File: src/rtl/mdio_mgmt_pkg.sv
package mdio_mgmt_pkg;
   localparam int OFS_MODE  = 'h40;
   localparam int OFS_ADDR  = 'h44;
   localparam int OFS_WDATA = 'h48;
   localparam int OFS_RDATA = 'h4C;
   localparam int OFS_CMD   = 'h50;

   localparam int CLAUSE_BIT = 8;
   localparam int START_BIT  = 8;
   localparam int OPC_BIT    = 0;
   localparam int BUSY_BIT   = 16;
   localparam int PHY_LSB    = 8;

   localparam int PHY_W  = 5;
   localparam int REG_W  = 5;
   localparam int DATA_W = 16;

   typedef enum logic {
      ACC_READ  = 1'b0,
      ACC_WRITE = 1'b1
   } acc_e;
endpackage

File: src/rtl/mdio_clk_gen.sv
module mdio_clk_gen #(
   parameter int HALF_DIV = 4
) (
   input  logic clk,
   input  logic rst_n,
   input  logic run,
   output logic mdc,
   output logic rise_ev,
   output logic fall_ev
);
   localparam int CNT_W = (HALF_DIV > 1) ? $clog2(HALF_DIV) : 1;
   localparam logic [CNT_W-1:0] CNT_LAST = CNT_W'(HALF_DIV - 1);

   generate
      if (HALF_DIV < 2) begin : g_bad_div
         $error("HALF_DIV must be at least 2");
      end
   endgenerate

   logic [CNT_W-1:0] cnt_q;
   logic             mdc_q;
   logic             wrap;

   assign wrap    = run && (cnt_q == CNT_LAST);
   assign rise_ev = wrap && !mdc_q;
   assign fall_ev = wrap && mdc_q;
   assign mdc     = mdc_q;

   always_ff @(posedge clk or negedge rst_n) begin
      if (!rst_n) begin
         cnt_q <= '0;
         mdc_q <= 1'b0;
      end else if (!run) begin
         cnt_q <= '0;
         mdc_q <= 1'b0;
      end else if (wrap) begin
         cnt_q <= '0;
         mdc_q <= ~mdc_q;
      end else begin
         cnt_q <= cnt_q + 1'b1;
      end
   end
endmodule

File: src/rtl/mdio_frame_shift.sv
module mdio_frame_shift
   import mdio_mgmt_pkg::*;
#(
   parameter int PRE_BITS = 32
) (
   input  logic              clk,
   input  logic              rst_n,
   input  logic              start_req,
   input  acc_e              start_op,
   input  logic [PHY_W-1:0]  phy_ad,
   input  logic [REG_W-1:0]  reg_ad,
   input  logic [DATA_W-1:0] tx_data,
   input  logic              rise_ev,
   input  logic              fall_ev,
   input  logic              mdio_in,
   output logic              busy,
   output logic              mdio_out,
   output logic              mdio_oe,
   output logic              rd_load,
   output logic [DATA_W-1:0] rd_value
);
   localparam int FRAME_BITS = PRE_BITS + 4 + PHY_W + REG_W + 2 + DATA_W;
   localparam int IDX_W      = $clog2(FRAME_BITS);
   localparam logic [IDX_W-1:0] LAST_IDX = IDX_W'(FRAME_BITS - 1);
   localparam logic [IDX_W-1:0] TA_IDX   = IDX_W'(PRE_BITS + 4 + PHY_W + REG_W);
   localparam logic [IDX_W-1:0] DATA_IDX = IDX_W'(PRE_BITS + 4 + PHY_W + REG_W + 2);

   generate
      if (PRE_BITS < 1) begin : g_bad_pre
         $error("PRE_BITS must be positive");
      end
   endgenerate

   logic                  busy_q;
   logic                  oe_q;
   logic                  rd_q;
   logic [IDX_W-1:0]      idx_q;
   logic [FRAME_BITS-1:0] sh_q;
   logic [DATA_W-1:0]     rx_q;
   logic [FRAME_BITS-1:0] frame_img;
   logic [1:0]            opc;
   logic [1:0]            ta;
   logic [IDX_W-1:0]      idx_nxt;
   logic                  accept;
   logic                  last_bit;

   assign opc       = (start_op == ACC_READ) ? 2'b10 : 2'b01;
   assign ta        = (start_op == ACC_READ) ? 2'b11 : 2'b10;
   assign frame_img = {{PRE_BITS{1'b1}}, 2'b01, opc, phy_ad, reg_ad, ta, tx_data};
   assign accept    = start_req && !busy_q;
   assign last_bit  = fall_ev && (idx_q == LAST_IDX);
   assign idx_nxt   = idx_q + 1'b1;

   always_ff @(posedge clk or negedge rst_n) begin
      if (!rst_n) begin
         busy_q <= 1'b0;
         oe_q   <= 1'b0;
         rd_q   <= 1'b0;
         idx_q  <= '0;
         sh_q   <= '0;
      end else if (accept) begin
         busy_q <= 1'b1;
         oe_q   <= 1'b1;
         rd_q   <= (start_op == ACC_READ);
         idx_q  <= '0;
         sh_q   <= frame_img;
      end else if (busy_q && fall_ev) begin
         if (last_bit) begin
            busy_q <= 1'b0;
            oe_q   <= 1'b0;
         end else begin
            idx_q <= idx_nxt;
            sh_q  <= {sh_q[FRAME_BITS-2:0], 1'b0};
            oe_q  <= !(rd_q && (idx_nxt >= TA_IDX));
         end
      end
   end

   always_ff @(posedge clk or negedge rst_n) begin
      if (!rst_n) begin
         rx_q <= '0;
      end else if (busy_q && rise_ev && rd_q && (idx_q >= DATA_IDX)) begin
         rx_q <= {rx_q[DATA_W-2:0], mdio_in};
      end
   end

   assign busy     = busy_q;
   assign mdio_oe  = oe_q;
   assign mdio_out = oe_q & sh_q[FRAME_BITS-1];
   assign rd_load  = busy_q && last_bit && rd_q;
   assign rd_value = rx_q;
endmodule

File: src/rtl/mdio_csr.sv
module mdio_csr
   import mdio_mgmt_pkg::*;
#(
   parameter int ADDR_W = 8
) (
   input  logic              clk,
   input  logic              rst_n,
   input  logic              bus_sel,
   input  logic              bus_we,
   input  logic [ADDR_W-1:0] bus_addr,
   input  logic [31:0]       bus_wdata,
   output logic [31:0]       bus_rdata,
   input  logic              busy,
   input  logic              rd_load,
   input  logic [DATA_W-1:0] rd_value,
   output logic              start_req,
   output acc_e              start_op,
   output logic [PHY_W-1:0]  phy_ad,
   output logic [REG_W-1:0]  reg_ad,
   output logic [DATA_W-1:0] tx_data
);
   localparam logic [ADDR_W-1:0] A_MODE  = ADDR_W'(OFS_MODE);
   localparam logic [ADDR_W-1:0] A_ADDR  = ADDR_W'(OFS_ADDR);
   localparam logic [ADDR_W-1:0] A_WDATA = ADDR_W'(OFS_WDATA);
   localparam logic [ADDR_W-1:0] A_RDATA = ADDR_W'(OFS_RDATA);
   localparam logic [ADDR_W-1:0] A_CMD   = ADDR_W'(OFS_CMD);

   generate
      if (ADDR_W < 7) begin : g_bad_aw
         $error("ADDR_W too narrow for the register offsets");
      end
   endgenerate

   logic              wr;
   logic              c45_q;
   logic [PHY_W-1:0]  phy_q;
   logic [REG_W-1:0]  reg_q;
   logic [DATA_W-1:0] wd_q;
   logic [DATA_W-1:0] rd_q;
   logic              unused_wdata;

   assign wr           = bus_sel && bus_we;
   assign unused_wdata = ^bus_wdata[31:16];

   always_ff @(posedge clk or negedge rst_n) begin
      if (!rst_n) begin
         c45_q <= 1'b0;
         phy_q <= '0;
         reg_q <= '0;
         wd_q  <= '0;
      end else if (wr) begin
         if (bus_addr == A_MODE)  c45_q <= bus_wdata[CLAUSE_BIT];
         if (bus_addr == A_ADDR) begin
            phy_q <= bus_wdata[PHY_LSB +: PHY_W];
            reg_q <= bus_wdata[REG_W-1:0];
         end
         if (bus_addr == A_WDATA) wd_q <= bus_wdata[DATA_W-1:0];
      end
   end

   always_ff @(posedge clk or negedge rst_n) begin
      if (!rst_n)       rd_q <= '0;
      else if (rd_load) rd_q <= rd_value;
   end

   assign start_req = wr && (bus_addr == A_CMD) && bus_wdata[START_BIT];
   assign start_op  = acc_e'(bus_wdata[OPC_BIT]);
   assign phy_ad    = phy_q;
   assign reg_ad    = reg_q;
   assign tx_data   = wd_q;

   always_comb begin
      bus_rdata = '0;
      case (bus_addr)
         A_MODE:  bus_rdata[CLAUSE_BIT] = c45_q;
         A_ADDR: begin
            bus_rdata[PHY_LSB +: PHY_W] = phy_q;
            bus_rdata[REG_W-1:0]        = reg_q;
         end
         A_WDATA: bus_rdata[DATA_W-1:0] = wd_q;
         A_RDATA: bus_rdata[DATA_W-1:0] = rd_q;
         A_CMD:   bus_rdata[BUSY_BIT]   = busy;
         default: bus_rdata = '0;
      endcase
   end
endmodule

File: src/rtl/mdio_mgmt_master.sv
module mdio_mgmt_master
   import mdio_mgmt_pkg::*;
#(
   parameter int ADDR_W   = 8,
   parameter int HALF_DIV = 4,
   parameter int PRE_BITS = 32
) (
   input  logic              clk,
   input  logic              rst_n,
   input  logic              bus_sel,
   input  logic              bus_we,
   input  logic [ADDR_W-1:0] bus_addr,
   input  logic [31:0]       bus_wdata,
   output logic [31:0]       bus_rdata,
   output logic              mdc,
   output logic              mdio_out,
   output logic              mdio_oe,
   input  logic              mdio_in
);
   logic              busy_w;
   logic              start_req;
   acc_e              start_op;
   logic [PHY_W-1:0]  phy_ad;
   logic [REG_W-1:0]  reg_ad;
   logic [DATA_W-1:0] tx_data;
   logic              rd_load;
   logic [DATA_W-1:0] rd_value;
   logic              rise_ev;
   logic              fall_ev;

   mdio_csr #(.ADDR_W(ADDR_W)) u_csr (
      .clk(clk), .rst_n(rst_n),
      .bus_sel(bus_sel), .bus_we(bus_we), .bus_addr(bus_addr),
      .bus_wdata(bus_wdata), .bus_rdata(bus_rdata),
      .busy(busy_w), .rd_load(rd_load), .rd_value(rd_value),
      .start_req(start_req), .start_op(start_op),
      .phy_ad(phy_ad), .reg_ad(reg_ad), .tx_data(tx_data)
   );

   mdio_clk_gen #(.HALF_DIV(HALF_DIV)) u_clk (
      .clk(clk), .rst_n(rst_n), .run(busy_w),
      .mdc(mdc), .rise_ev(rise_ev), .fall_ev(fall_ev)
   );

   mdio_frame_shift #(.PRE_BITS(PRE_BITS)) u_frame (
      .clk(clk), .rst_n(rst_n),
      .start_req(start_req), .start_op(start_op),
      .phy_ad(phy_ad), .reg_ad(reg_ad), .tx_data(tx_data),
      .rise_ev(rise_ev), .fall_ev(fall_ev), .mdio_in(mdio_in),
      .busy(busy_w), .mdio_out(mdio_out), .mdio_oe(mdio_oe),
      .rd_load(rd_load), .rd_value(rd_value)
   );
endmodule

File: config.mk
export PLATFORM = sky130hd
export DESIGN_NAME = mdio_mgmt_master
export DESIGN_NICKNAME = d
export VERILOG_FILES = /design/src/rtl/mdio_mgmt_pkg.sv /design/src/rtl/mdio_clk_gen.sv /design/src/rtl/mdio_frame_shift.sv /design/src/rtl/mdio_csr.sv /design/src/rtl/mdio_mgmt_master.sv
export SDC_FILE = /design/constraint.sdc
export NUM_CORES = 1
export LEC_CHECK = 0
export CAP_MARGIN = 20
export CORE_UTILIZATION = 40
export CTS_BUF_LIST = sky130_fd_sc_hd__clkbuf_4 sky130_fd_sc_hd__clkbuf_8 sky130_fd_sc_hd__clkbuf_16
export DETAILED_ROUTE_END_ITERATION = 16
export DONT_BUFFER_PORTS = 1
export PLACE_DENSITY = 0.6
export SLEW_MARGIN = 20
export SYNTH_ARGS = -nofsm -noshare
export SYNTH_HDL_FRONTEND = slang
export SYNTH_SLANG_ARGS = --single-unit
File: constraint.sdc
create_clock -name clk -period 2.7 [get_ports clk]
set_clock_uncertainty 0.05 [all_clocks]
set_input_delay 0.135 -clock clk [delete_from_list [all_inputs] [get_ports clk]]
set_output_delay 0.135 -clock clk [all_outputs]
set_load 0.1 [all_outputs]
# After elaboration in Yosys (flattened, before gate mapping)
# Cells that the tools add are included.
[word_totals]
out_inout_bits = 35
regBits = 135
inputBits = 45
[classes]
order_cmp = 2
add_sub_neg = 2
eq_ne = 9
muxes = 24
bitwise_logic = 3
reduce_logical = 25
[ops]
columns = ["operator", "n"]
rows = [
  ["$mux W64", 3],
  ["$eq A8 B7 Y1 const B", 5],
  ["$mux W6", 3],
  ["$logic_and A1 B1 Y1", 15],
  ["$pmux W5 S3", 1],
  ["$ge A6 B6 Y1 const B", 2],
  ["$pmux W3 S2", 2],
  ["$pmux W4 S3", 1],
  ["$mux W1", 10],
  ["$reduce_and A2 Y1", 5],
  ["$add A6 B1 Y6 const B", 1],
  ["$eq A6 B6 Y1 const B", 1],
  ["$mux W2", 3],
  ["$pmux W1 S4", 1],
  ["$reduce_bool A2 Y1", 2],
  ["$logic_not A1 Y1", 3],
  ["$add A2 B1 Y2 const B", 1],
  ["$eq A2 B2 Y1 const B", 1],
  ["$ne A2 B1 Y1 const B", 1],
  ["$ne A2 B2 Y1 const B", 1],
  ["$not A1 Y1", 2],
  ["$and A1 B1 Y1", 1],
]

# Logic depth before layout (Yosys ltp)
# Gate-level depths: netlist (run 1).
[depth]
ltp_word = 7
depth_mapped = 8

# Cells and area by module
# A second synthesis (run 1) with hierarchy kept.
[unflattened]
cells_unflattened = 557
area_unflattened_um2 = 6118.4
[modules_own_cells]
columns = ["module", "area_each_um2", "instances", "seq_area_each_um2", "cells_per_inst"]
rows = [
  ["mdio_frame_shift", 3771.1, 1, 2227.1, 374],
  ["mdio_csr", 2212.1, 1, 1076.0, 172],
  ["mdio_clk_gen", 135.1, 1, 75.1, 11],
]

# Least setup slack after synthesis (run 1)
# OpenSTA, ideal clock, no wires.
[synth_path]
path_kind = "input -> output"
start = "input port bus_addr[2]"
end = "output port bus_rdata[0]"
slack_ns = 0.101
path_buffers = 2
t_arrival_ns = 2.414
required_time_ns = 2.515
stages = 5
path_cell_list = "clkbuf_1 -> buf_1 -> mux2_2 -> a22oi_1 -> nor2_1"
[synth_between]
elab_chain_len = 2
word_cells_on_any_way = 4
cone_classes = "eq/ne (3); mux (1)"
[synth_lines]
columns = ["item", "line_no", "rtl"]
rows = [
  ["start, declared", "mdio_mgmt_master.sv:12", "input logic [ADDR_W-1:0] bus_addr,"],
  ["$eq A8 B7 Y1", "mdio_csr.sv:74", "case (bus_addr)"],
  ["$pmux W5 S3 (*)", "mdio_csr.sv:74", ""],
  ["end, declared", "mdio_mgmt_master.sv:14", "output logic [31:0] bus_rdata,"],
]
# Mark *: on every way between the ends. The rest lies on a longest branch, timed or not.

# Worst setup path after layout (run 1)
[layout_path]
start = "register u_frame.idx_q[0]"
end = "register u_frame.sh_q[16]"
[layout_between]
elab_chain_len = 4
[layout_lines]
columns = ["item", "line_no", "rtl"]
rows = [
  ["start, declared", "mdio_frame_shift.sv:37", "logic [IDX_W-1:0] idx_q;"],
  ["start signal, assigned", "mdio_frame_shift.sv:72", "idx_q <= idx_nxt;"],
  ["$eq A6 B6 Y1", "mdio_frame_shift.sv:51", "assign last_bit = fall_ev && (idx_q == LAST_IDX);"],
  ["$logic_and A1 B1 Y1", "mdio_frame_shift.sv:51", ""],
  ["$ne A2 B1 Y1 (no line)", "n/a", ""],
  ["$reduce_and A2 Y1 (no line)", "n/a", ""],
  ["end signal, assigned", "mdio_frame_shift.sv:66", "sh_q <= frame_img;"],
  ["end signal, assigned", "mdio_frame_shift.sv:73", "sh_q <= {sh_q[FRAME_BITS-2:0], 1'b0};"],
  ["end, declared", "mdio_frame_shift.sv:38", "logic [FRAME_BITS-1:0] sh_q;"],
]
# Every way passes these cells.
# A chain may end at the register's enable or synchronous reset.

==> results.yml, run 1 <==
synth:
  synth-seq-cells: 135
  ys.flop_type: "dfrtp_1"
  avgSynthCellArea_um2: 12.6
  ys.warnings.count: 0
  synth_edf_count: 0
  synth_cell_type_count: 48
  netlist_area_um2: 5900
  seq_area_frac_synth_pct: 57.3
  postSynthCellCount: 469
  ys_async_sr_fraction_pct: 100
sta:
  period_share_pct: 81.2
  maxSlewViolCount: 0
  tns_ns: 0
  rsz0062_at_grt: "false"
  hold_viol: 135
  min_period_ns: 2.19
  finalWorstSetupSlack_ns: 0.507
  fmax_ghz: 0.456
  holdWs_ns: -0.626
  setup_violations: 0
die:
  start_util_pct: 40.8
  ioPinCount: 80
  core_area_um2: 14500
  die_w_um: 123
  die_area_um2: 15200
  rows: 44
  die-height_um: 123
route:
  routedWlPerCell_um: 17.0
  drc: 0
  drt-total-wl_um: 12100
  first_iter_violations: 209
  num_vias: 3789
  via_per_inst: 5.36
  ant_nets: 0
  drtPass1Iterations: 5
placement:
  dp_cells: 656
  dpl.hpwl_um: 7700
  pre_cts_ws_ns: 0.501
  place_congestion: 0.774
  io_buffers: 0
power:
  p_total_mw: 4.62
  p_int_mw: 3.66
  switching_share_pct: 20.8
  p_seq_share_pct: 44.2
  comb_power_share_pct: 3.2
  power_density_nw_per_um2: 653
  p_switching_mw: 0.961
  clkPwrFrac_pct: 52.5
  p_leak_nw: 3.33
  peakVddDrop_v: 0.000645
setup_path:
  criticalPathCategory: "flip-flop to flip-flop"
  r2r_start: "u_frame.idx_q[0]"
  crit_cells: 5
  cp-end-kind: "flip-flop"
  r2r_slack_ns: 0.51
  crit_path_start_kind: "flip-flop"
  critPathSlowestCell: "o21ba_2"
  worstReg2RegEnd: "u_frame.sh_q[16]"
  crit_family: "compound AO/OA/AOI/OAI gates"
  worst-path-max-fanout: 18
  crit_buf_inv: 0
  worstRegToRegCells: 5
  crit_start: "u_frame.idx_q[0]"
  setup.worst_path.end: "u_frame.sh_q[16]"
  worstPathArrival_ns: 2.44
  max_stage_delay_ns: 0.47
  worstPathRequired_ns: 2.94
  crit_chain: "ha_1, nand3_1, o21ba_2, nor2_1, a221o_1"
finish:
  fin_nets: 558
  drive_gt1_share_pct: 29.8
  final_common_cell: "dfrtp_1"
  final_cell_mix: "135 x dfrtp_1, 60 x mux2_2, 34 x o22a_1"
  fin_cells: 707
  area_delta_synth_final_pct: 20.0
  diodes: 0
status:
  violations: "hold timing"
  status: "complete, but fails checks"
grt:
  antenna_found_initial: 0
  grt_pass1_vias: 3844
  grt-ovfl-total: 0
  grt_max_degree: 136
  track_usage_pct: 17.5
  grt_first_pass_wirelength_um: 19800
clocking:
  clk_latency_ns: 0.41
  clock_sinks: 135
  cts_setup_buffers: 0
  cts_buffers: 17
  hold_buffers: 19
  clock-root-buffer: "clkbuf_16"
  cts.path.max_buffers: 2
  htreeDepth: 4
  cts_tree: "yes"
  clk_pin_slew_ns: 0.06
  post_cts_resized: 0
run:
  timing.max_cap.violations: 0
min_path:
  worst_hold_path_type: "input port to asynchronous set/reset pin"
[flip-flops by register name, summed over array words and instances, names as in the netlist]
| register | cells |
|---|---|
| u_frame.rd_value | 16 |
| u_clk.cnt_q | 2 |
| u_frame.rd_q | 1 |
| u_csr.reg_ad | 5 |
| u_clk.mdc | 1 |
| u_csr.phy_ad | 5 |
| u_csr.tx_data | 16 |
| u_frame.idx_q | 6 |
| u_csr.rd_q | 16 |
| u_frame.mdio_oe | 1 |
| u_frame.busy | 1 |
| u_csr.c45_q | 1 |
| u_frame.sh_q | 64 |
[layer usage]
layer	vias to the layer above	share of wire, %	global-route usage, %
met4	0	1.5	6.10
met1	1933	46	23.3
li1	1749	-	-
met2	94	48	26.9
met3	13	4.5	5.49
met5	-	0	0
[cells by family after synthesis]
logic type	count (synthesis)	synth area share [%]
compound gates	109	13.7
xor+xnor	3	0.445
mux	80	15.9
other cells	1	0.0636
flops	135	57.3
simple gates	68	6.13
fa+ha+maj	4	0.806
buf+inv	69	5.73
[synth_stat cells, types with 2 or more instances]
| cell | count | area share, % |
|---|---|---|
| o22ai_1 | 2 | 0.21 |
| nand2b_1 | 2 | 0.21 |
| a31oi_1 | 2 | 0.21 |
| buf_1 | 5 | 0.32 |
| buf_4 | 15 | 1.9 |
| nor4_2 | 2 | 0.42 |
| ha_1 | 3 | 0.64 |
| mux2_4 | 10 | 2.5 |
| mux2_2 | 60 | 11 |
| a22o_1 | 3 | 0.45 |
| o21bai_1 | 2 | 0.25 |
| inv_1 | 25 | 1.6 |
| xnor2_1 | 2 | 0.30 |
| and3_1 | 5 | 0.53 |
| buf_2 | 3 | 0.25 |
| o22a_1 | 34 | 5.0 |
| nor2_1 | 19 | 1.2 |
| and2_1 | 5 | 0.53 |
| nand2_1 | 14 | 0.89 |
| nand3_1 | 8 | 0.68 |
| a22oi_1 | 33 | 4.2 |
| o21ai_0 | 25 | 2.1 |
| nor2b_1 | 2 | 0.21 |
| dfrtp_1 | 135 | 57 |
| nor4_1 | 3 | 0.32 |
| mux2i_1 | 9 | 1.5 |
| a221o_1 | 2 | 0.34 |
| clkbuf_1 | 19 | 1.2 |
[cell type report]
| type | count | area [um2] |
|---|---|---|
| Multi-Input combinational cell | 279 | 2300 |
| Timing Repair Buffer | 52 | 450 |
| Sequential cell | 135 | 3380 |
| Clock inverter | 13 | 178 |
| Inverter | 25 | 93.8 |
| Clock buffer | 19 | 453 |
| Fill cell | 1258 | 7400 |
| Tap cell | 184 | 230 |
[power groups by stage]
stage	sequential [mW]	clock, mW	combinational, mW
final	2.05	2.43	0.150
after global routing	2.05	2.56	0.158
after CTS	2.05	2.47	0.150
after detailed placement	2.08	0	0.125
after global placement	2.08	0	0.124
after floorplan	2.08	0	0.142
[how the worst min path moves through the flow]
stage / cells after the start / from / end
3_5_place_dp: 0 / rst_n / u_frame.sh_q[62]
3_3_place_gp: 0 / rst_n / u_frame.sh_q[63]
4_1_cts: 0 / rst_n / u_frame.sh_q[31]
6_report: 0 / rst_n / u_frame.sh_q[59]
2_1_floorplan: 0 / rst_n / u_clk.cnt_q[0]
5_1_grt: 0 / rst_n / u_frame.sh_q[47]
[stage by stage]
step / utilization, % / cell area (um2)
5_1_grt: 48.9 / 7080
2_1_floorplan: - / 5950
4_1_cts: 48.9 / 7080
3_5_place_dp: 43.2 / 6260
3_3_place_gp: 43.2 / 6260
6_report: 48.9 / 7080
(Power assumes the default switching activity.)
==> run 2, diff against run 1 <==
--- a/config.mk
+++ b/config.mk
@@ -5,6 +5,7 @@
 export SDC_FILE = /design/constraint.sdc
 export NUM_CORES = 1
 export LEC_CHECK = 0
+export ABC_AREA = 1
 export CAP_MARGIN = 20
 export CORE_UTILIZATION = 40
 export CTS_BUF_LIST = sky130_fd_sc_hd__clkbuf_4 sky130_fd_sc_hd__clkbuf_8 sky130_fd_sc_hd__clkbuf_16
==> constraint.sdc (replaced) <==
create_clock -name clk -period 2.28 [get_ports clk]
set_clock_uncertainty 0.05 [all_clocks]
set_input_delay 0.114 -clock clk [delete_from_list [all_inputs] [get_ports clk]]
set_output_delay 0.114 -clock clk [all_outputs]
set_load 0.1 [all_outputs]
==> run 2 against run 1 <==
The run still ends with hold timing left. Hold slack got worse by 0.044 ns. Largest cell class unchanged. Largest power group unchanged. Critical path type unchanged. Total power rose by 20%. Clock-buffer cell count rose by 2. Sequential power rose by 19%. Critical path depth rose by 4.
==> results.yml, run 2 <==
finish:
  nFillCells: 1436
  area_delta_synth_final_pct: 18.8
  fin_cells: 971
  drive_gt1_share_pct: 14.1
  top_register: "u_frame.sh_q"
  final_cell_mix: "212 x nand2_1, 135 x dfrtp_1, 76 x inv_1"
  diodes: 0
  multi_input_area_um2: 2300
  area.sequential_um2: 3380
  largest_register_ffs: 64
  fin_nets: 795
  final_common_cell: "nand2_1"
grt:
  grt_pass1_vias: 4717
  grt_first_pass_wirelength_um: 23000
  grt-ovfl-total: 0
  track_usage_pct: 18.3
  antenna_found_initial: 0
  grt_max_degree: 136
sta:
  rsz0062_at_grt: "false"
  holdWs_ns: -0.670
  fmax_ghz: 0.508
  period_share_pct: 86.4
  min_period_ns: 1.97
  maxSlewViolCount: 0
  setup_violations: 0
  slew_headroom_pct: 52.7
  hold_viol: 135
  tns_ns: 0
  worst_slew_pin_slew_ns: 0.703
setup_path:
  crit_buf_inv: 2
  critPathSlowestCell: "dfrtp_1"
  worstPathArrival_ns: 2.25
  crit_family: "simple AND/OR/NAND/NOR gates"
  crit_path_start_kind: "flip-flop"
  worstRegToRegCells: 9
  criticalPathCategory: "flip-flop to flip-flop"
  r2r_slack_ns: 0.31
  worstPathRequired_ns: 2.56
  crit_start: "u_frame.idx_q[0]"
  r2r_start: "u_frame.idx_q[0]"
  crit_chain: "ha_1, nand3_2, nor2_4, nor2_8, inv_4, nand2_4, inv_2, nand2_1, o211ai_1"
  cp-end-kind: "flip-flop"
  worstReg2RegEnd: "u_frame.sh_q[43]"
  worst-path-max-fanout: 27
  max_stage_delay_ns: 0.42
synth:
  synth_cell_type_count: 36
  netlist_area_um2: 6290
  yosysTopAreaCell: "dfrtp_1"
  synth-seq-cells: 135
  ys.flop_type: "dfrtp_1"
  yosysMostFrequentCell: "nand2_1"
  synth_commonest_cells: "212 x nand2_1, 135 x dfrtp_1, 78 x inv_1"
  yosys.area.top_type_share_pct: 53.7
  synth_edf_count: 0
  ys_async_sr_fraction_pct: 100
  ys.warnings.count: 0
  seq_area_frac_synth_pct: 53.7
  avgSynthCellArea_um2: 8.78
  synth_top_cells_by_area: "dfrtp_1 54%, nand2_1 13%, o21ai_0 4.9%"
  postSynthCellCount: 716
power:
  p_leak_nw: 3.53
  clkPwrFrac_pct: 51.8
  switching_share_pct: 22.5
  p_int_mw: 4.29
  p_total_mw: 5.54
  p_seq_share_pct: 44.1
  power_density_nw_per_um2: 742
  peakVddDrop_v: 0.000632
  comb_power_share_pct: 4.1
  p_switching_mw: 1.25
die:
  ioPinCount: 80
  start_util_pct: 41.2
  die_area_um2: 16200
  die_w_um: 127
  rows: 45
  die-height_um: 127
  core_area_um2: 15300
route:
  via_per_inst: 4.89
  num_vias: 4751
  routed.top_layer: "met4"
  drc: 0
  drtPass1Iterations: 4
  wl_met2_um: 6540
  ant_nets: 0
  met1_length_um: 6370
  first_iter_violations: 366
  routedWlPerCell_um: 14.0
  drt-total-wl_um: 13600
  dr_wl_met3_um: 448
status:
  status: "complete, but fails checks"
  violations: "hold timing"
placement:
  io_buffers: 0
  place_congestion: 0.819
  dpl.hpwl_um: 8720
  dp_cells: 919
run:
  timing.max_cap.violations: 0
clocking:
  post_cts_resized: 0
  clock-root-buffer: "clkbuf_16"
  cts_setup_buffers: 0
  cts_buffers: 17
  hold_buffers: 20
  cts.path.max_buffers: 2
  clock_sinks: 135
  cts_tree: "yes"
  clk_pin_slew_ns: 0.06
  clk_latency_ns: 0.43
  htreeDepth: 4
min_path:
  worst_hold_path_type: "input port to asynchronous set/reset pin"
-- run 2: cell type report --
class / count / share of cell area (%)
timing repair buffer: 49 / 7.94
sequential: 135 / 45.2
clock buffer: 21 / 6.35
clock inverter: 11 / 1.98
multi-input combinational: 461 / 30.8
inverter: 83 / 4.21
tap: 211 / 3.53
-- run 2: worst reg2reg max path, stage by stage, from the launching register on --
cell	delay, ns
dfrtp_1	0.42
ha_1	0.23
nand3_2	0.12
nor2_4	0.16
nor2_8	0.05
inv_4	0.06
nand2_4	0.18
inv_2	0.40
nand2_1	0.09
o211ai_1	0.10
-- run 2: power groups by stage --
| stage | clock network [mW] | logic (mW) | registers (mW) |
|---|---|---|---|
| 6_report | 2.87 | 0.225 | 2.44 |
| 5_1_grt | 3.02 | 0.241 | 2.45 |
| 4_1_cts | 2.92 | 0.226 | 2.44 |
| 3_5_place_dp | 0 | 0.200 | 2.49 |
| 3_3_place_gp | 0 | 0.196 | 2.48 |
| 2_1_floorplan | 0 | 0.200 | 2.48 |
-- run 2: worst max path at each step --
stage | endpoint | slack [ns] | depth (start not counted)
after floorplan | bus_rdata[5] | -0.08 | 9
after global placement | u_frame.sh_q[43] | 0.38 | 9
after detailed placement | u_frame.sh_q[43] | 0.31 | 9
after CTS | u_frame.sh_q[43] | 0.29 | 9
after global routing | u_frame.sh_q[37] | 0.11 | 9
final | u_frame.sh_q[43] | 0.31 | 9
-- run 2: metal layers --
layer | vias to the layer above | global-route usage [%]
met5 | - | 0
met1 | 2335 | 23.6
li1 | 2306 | -
met4 | 0 | 8.40
met3 | 20 | 4.65
met2 | 90 | 29.1
-- run 2: cells by family after synthesis --
kind of cell               count (synthesis)  synth area share, %
DFF                                      135                 53.7
buffers and inverters                    134                 10.8
and+or+nand+nor                          292                 19.8
other                                      1               0.0596
AOI/OAI and AO/OA                        150                 14.8
xor gates and xnor gates                   1                0.139
adders and majority gates                  3                0.597
-- run 2: metrics by stage --
| step | worst slack (ns) | hold WS [ns] | instance area, um2 | util [%] |
|---|---|---|---|---|
| finish | 0.311 | -0.670 | 7470 | 48.9 |
| floorplan | -0.0759 | -0.232 | 6340 | - |
| detailed placement | 0.314 | -0.224 | 6650 | 43.6 |
| global placement | 0.380 | -0.224 | 6650 | 43.6 |
| CTS | 0.294 | -0.675 | 7470 | 48.9 |
| global route | 0.106 | -0.679 | 7470 | 48.9 |
==> run 3, diff against run 2 <==
--- a/config.mk
+++ b/config.mk
@@ -5,7 +5,7 @@
 export SDC_FILE = /design/constraint.sdc
 export NUM_CORES = 1
 export LEC_CHECK = 0
-export ABC_AREA = 1
+export ABC_AREA = 0
 export CAP_MARGIN = 20
 export CORE_UTILIZATION = 40
 export CTS_BUF_LIST = sky130_fd_sc_hd__clkbuf_4 sky130_fd_sc_hd__clkbuf_8 sky130_fd_sc_hd__clkbuf_16
==> run 3 against run 2 <==
Wire length decreased by 11%. Setup slack got worse by 0.074 ns. Register-to-register slack got worse by 0.07 ns. Largest power group is now registers. Critical endpoint is now u_frame.sh_q[26]. Combinational power decreased by 20%. First-iteration DRC count decreased by 35%. Largest cell class unchanged. The run still ends with hold timing left. Via count decreased by 21%. Critical path depth decreased by 3.
==> results.yml, run 3 (same netlist as run 1, synthesis figures left out) <==
status:
  status: "complete, but fails checks"
  violations: "hold timing"
sta:
  rsz0062_at_grt: "false"
  holdWs_ns: -0.648
  fmax_ghz: 0.489
  period_share_pct: 89.6
  maxSlewViolCount: 0
  min_period_ns: 2.04
  setup_violations: 0
  hold_viol: 135
route:
  drt-total-wl_um: 12200
  num_vias: 3756
  routedWlPerCell_um: 17.2
  first_iter_violations: 238
  drc: 0
  drtPass1Iterations: 4
  ant_nets: 0
  via_per_inst: 5.33
finish:
  top_register: "u_frame.sh_q"
  final_common_cell: "dfrtp_1"
  multi_input_area_um2: 2300
  fin_area_um2: 6990
  diodes: 0
  area_delta_synth_final_pct: 18.4
  nFillCells: 1287
  final_cell_mix: "134 x dfrtp_1, 60 x mux2_2, 35 x buf_4"
  fin_nets: 561
  largest_register_ffs: 64
  fin_cells: 705
  area.sequential_um2: 3380
  drive_gt1_share_pct: 29.8
die:
  die-height_um: 123
  die_w_um: 123
  rows: 44
  die_area_um2: 15200
  start_util_pct: 40.8
  ioPinCount: 80
  core_area_um2: 14500
clocking:
  cts.path.max_buffers: 2
  clock-root-buffer: "clkbuf_16"
  hold_buffers: 19
  clock_sinks: 135
  htreeDepth: 4
  cts_tree: "yes"
  post_cts_resized: 0
  clk_pin_slew_ns: 0.05
  clk_latency_ns: 0.41
  cts_buffers: 17
setup_path:
  r2r_slack_ns: 0.24
  worstReg2RegEnd: "u_frame.sh_q[26]"
  crit_path_start_kind: "flip-flop"
  worstPathRequired_ns: 2.50
  worst-path-max-fanout: 15
  worstPathArrival_ns: 2.27
  worstRegToRegCells: 6
  r2r_start: "u_frame.idx_q[0]"
  cp-end-kind: "flip-flop"
  criticalPathCategory: "flip-flop to flip-flop"
placement:
  dpl.hpwl_um: 7780
  placed_area_um2: 6280
  io_buffers: 0
  place_congestion: 0.742
  dp_cells: 659
grt:
  track_usage_pct: 17.4
  grt_first_pass_wirelength_um: 19700
  grt_pass1_vias: 3788
  antenna_found_initial: 0
  grt-ovfl-total: 0
  grt_max_degree: 136
power:
  p_int_mw: 3.93
  p_seq_share_pct: 48.6
  power_density_nw_per_um2: 714
  p_total_mw: 4.99
  p_leak_nw: 3.29
  comb_power_share_pct: 3.6
  switching_share_pct: 21.1
  clkPwrFrac_pct: 47.8
  peakVddDrop_v: 0.000447
  p_switching_mw: 1.05
min_path:
  worst_hold_path_type: "input port to asynchronous set/reset pin"
run:
  timing.max_cap.violations: 0
## run 3: changes by cell type in the layout (fill, tap and decap cells not counted), moves of 12 or more
cell      before  now
a21oi_1       12    0
a22oi_1        0   33
o21ai_1       30    0
nor2_2         1   15
mux2_2         0   60
inv_1         76   25
o21ai_2       13    0
o21ai_0       58   25
nor2_1        36    4
buf_4         18   35
o22a_1         0   34
o211ai_1      23    0
nand2_1      212   14
## run 3: cell type report
type                            instances  share of cell area [%]
Clock buffer                           23                    7.00
Multi-Input combinational cell        279                    32.9
Tap cell                              184                    3.30
Timing Repair Buffer                   55                    6.77
Clock inverter                          4                   0.358
Sequential cell                       135                    48.4
Inverter                               25                    1.34
## run 3: how the worst max path moves through the flow
stage	startpoint	end	cells past startpoint	slack (ns)
finish	u_frame.idx_q[0]	u_frame.sh_q[26]	6	0.24
detailed placement	bus_addr[1]	u_csr.tx_data[7]	4	0.18
CTS	u_frame.idx_q[0]	u_frame.sh_q[11]	6	0.21
global placement	bus_addr[1]	u_csr.tx_data[11]	4	0.19
floorplan	bus_addr[1]	bus_rdata[10]	4	-0.16
global route	u_frame.idx_q[0]	u_frame.sh_q[12]	6	0.09
## run 3: worst max-delay path, stage by stage (launching register included)
cell	delay [ns]
dfrtp_1	0.42
ha_1	0.20
nand3_1	0.26
o21ba_2	0.42
buf_4	0.22
a22oi_1	0.21
o21ai_0	0.13
## run 3: stage by stage
step	hold WS, ns	utilization [%]	TNS, ns	setup slack [ns]
after floorplan	-0.232	-	-1.13	-0.161
after global placement	-0.226	43.4	0	0.193
after detailed placement	-0.227	43.4	0	0.177
after CTS	-0.664	48.3	0	0.214
after global routing	-0.672	48.3	0	0.0943
final	-0.648	48.3	0	0.237
## run 3: power by group through the flow
stage | clock network (mW) | logic, mW | registers (mW)
after global placement | 0 | 0.147 | 2.46
final | 2.39 | 0.179 | 2.42
after global routing | 2.55 | 0.187 | 2.42
after floorplan | 0 | 0.169 | 2.46
after CTS | 2.44 | 0.178 | 2.42
after detailed placement | 0 | 0.148 | 2.46
## run 3: what timing repair did
item                                   in CTS  in global routing
setup endpoints to repair                   0                  0
endpoints found under the hold margin     166                135
setup buffers                               0                  0
## run 3: per-layer routing
metal,track usage (%),part of all wire (%)
met1,23.2,46
met2,28.0,49
met3,4.38,3.6
met4,5.42,0.71
met5,0,0
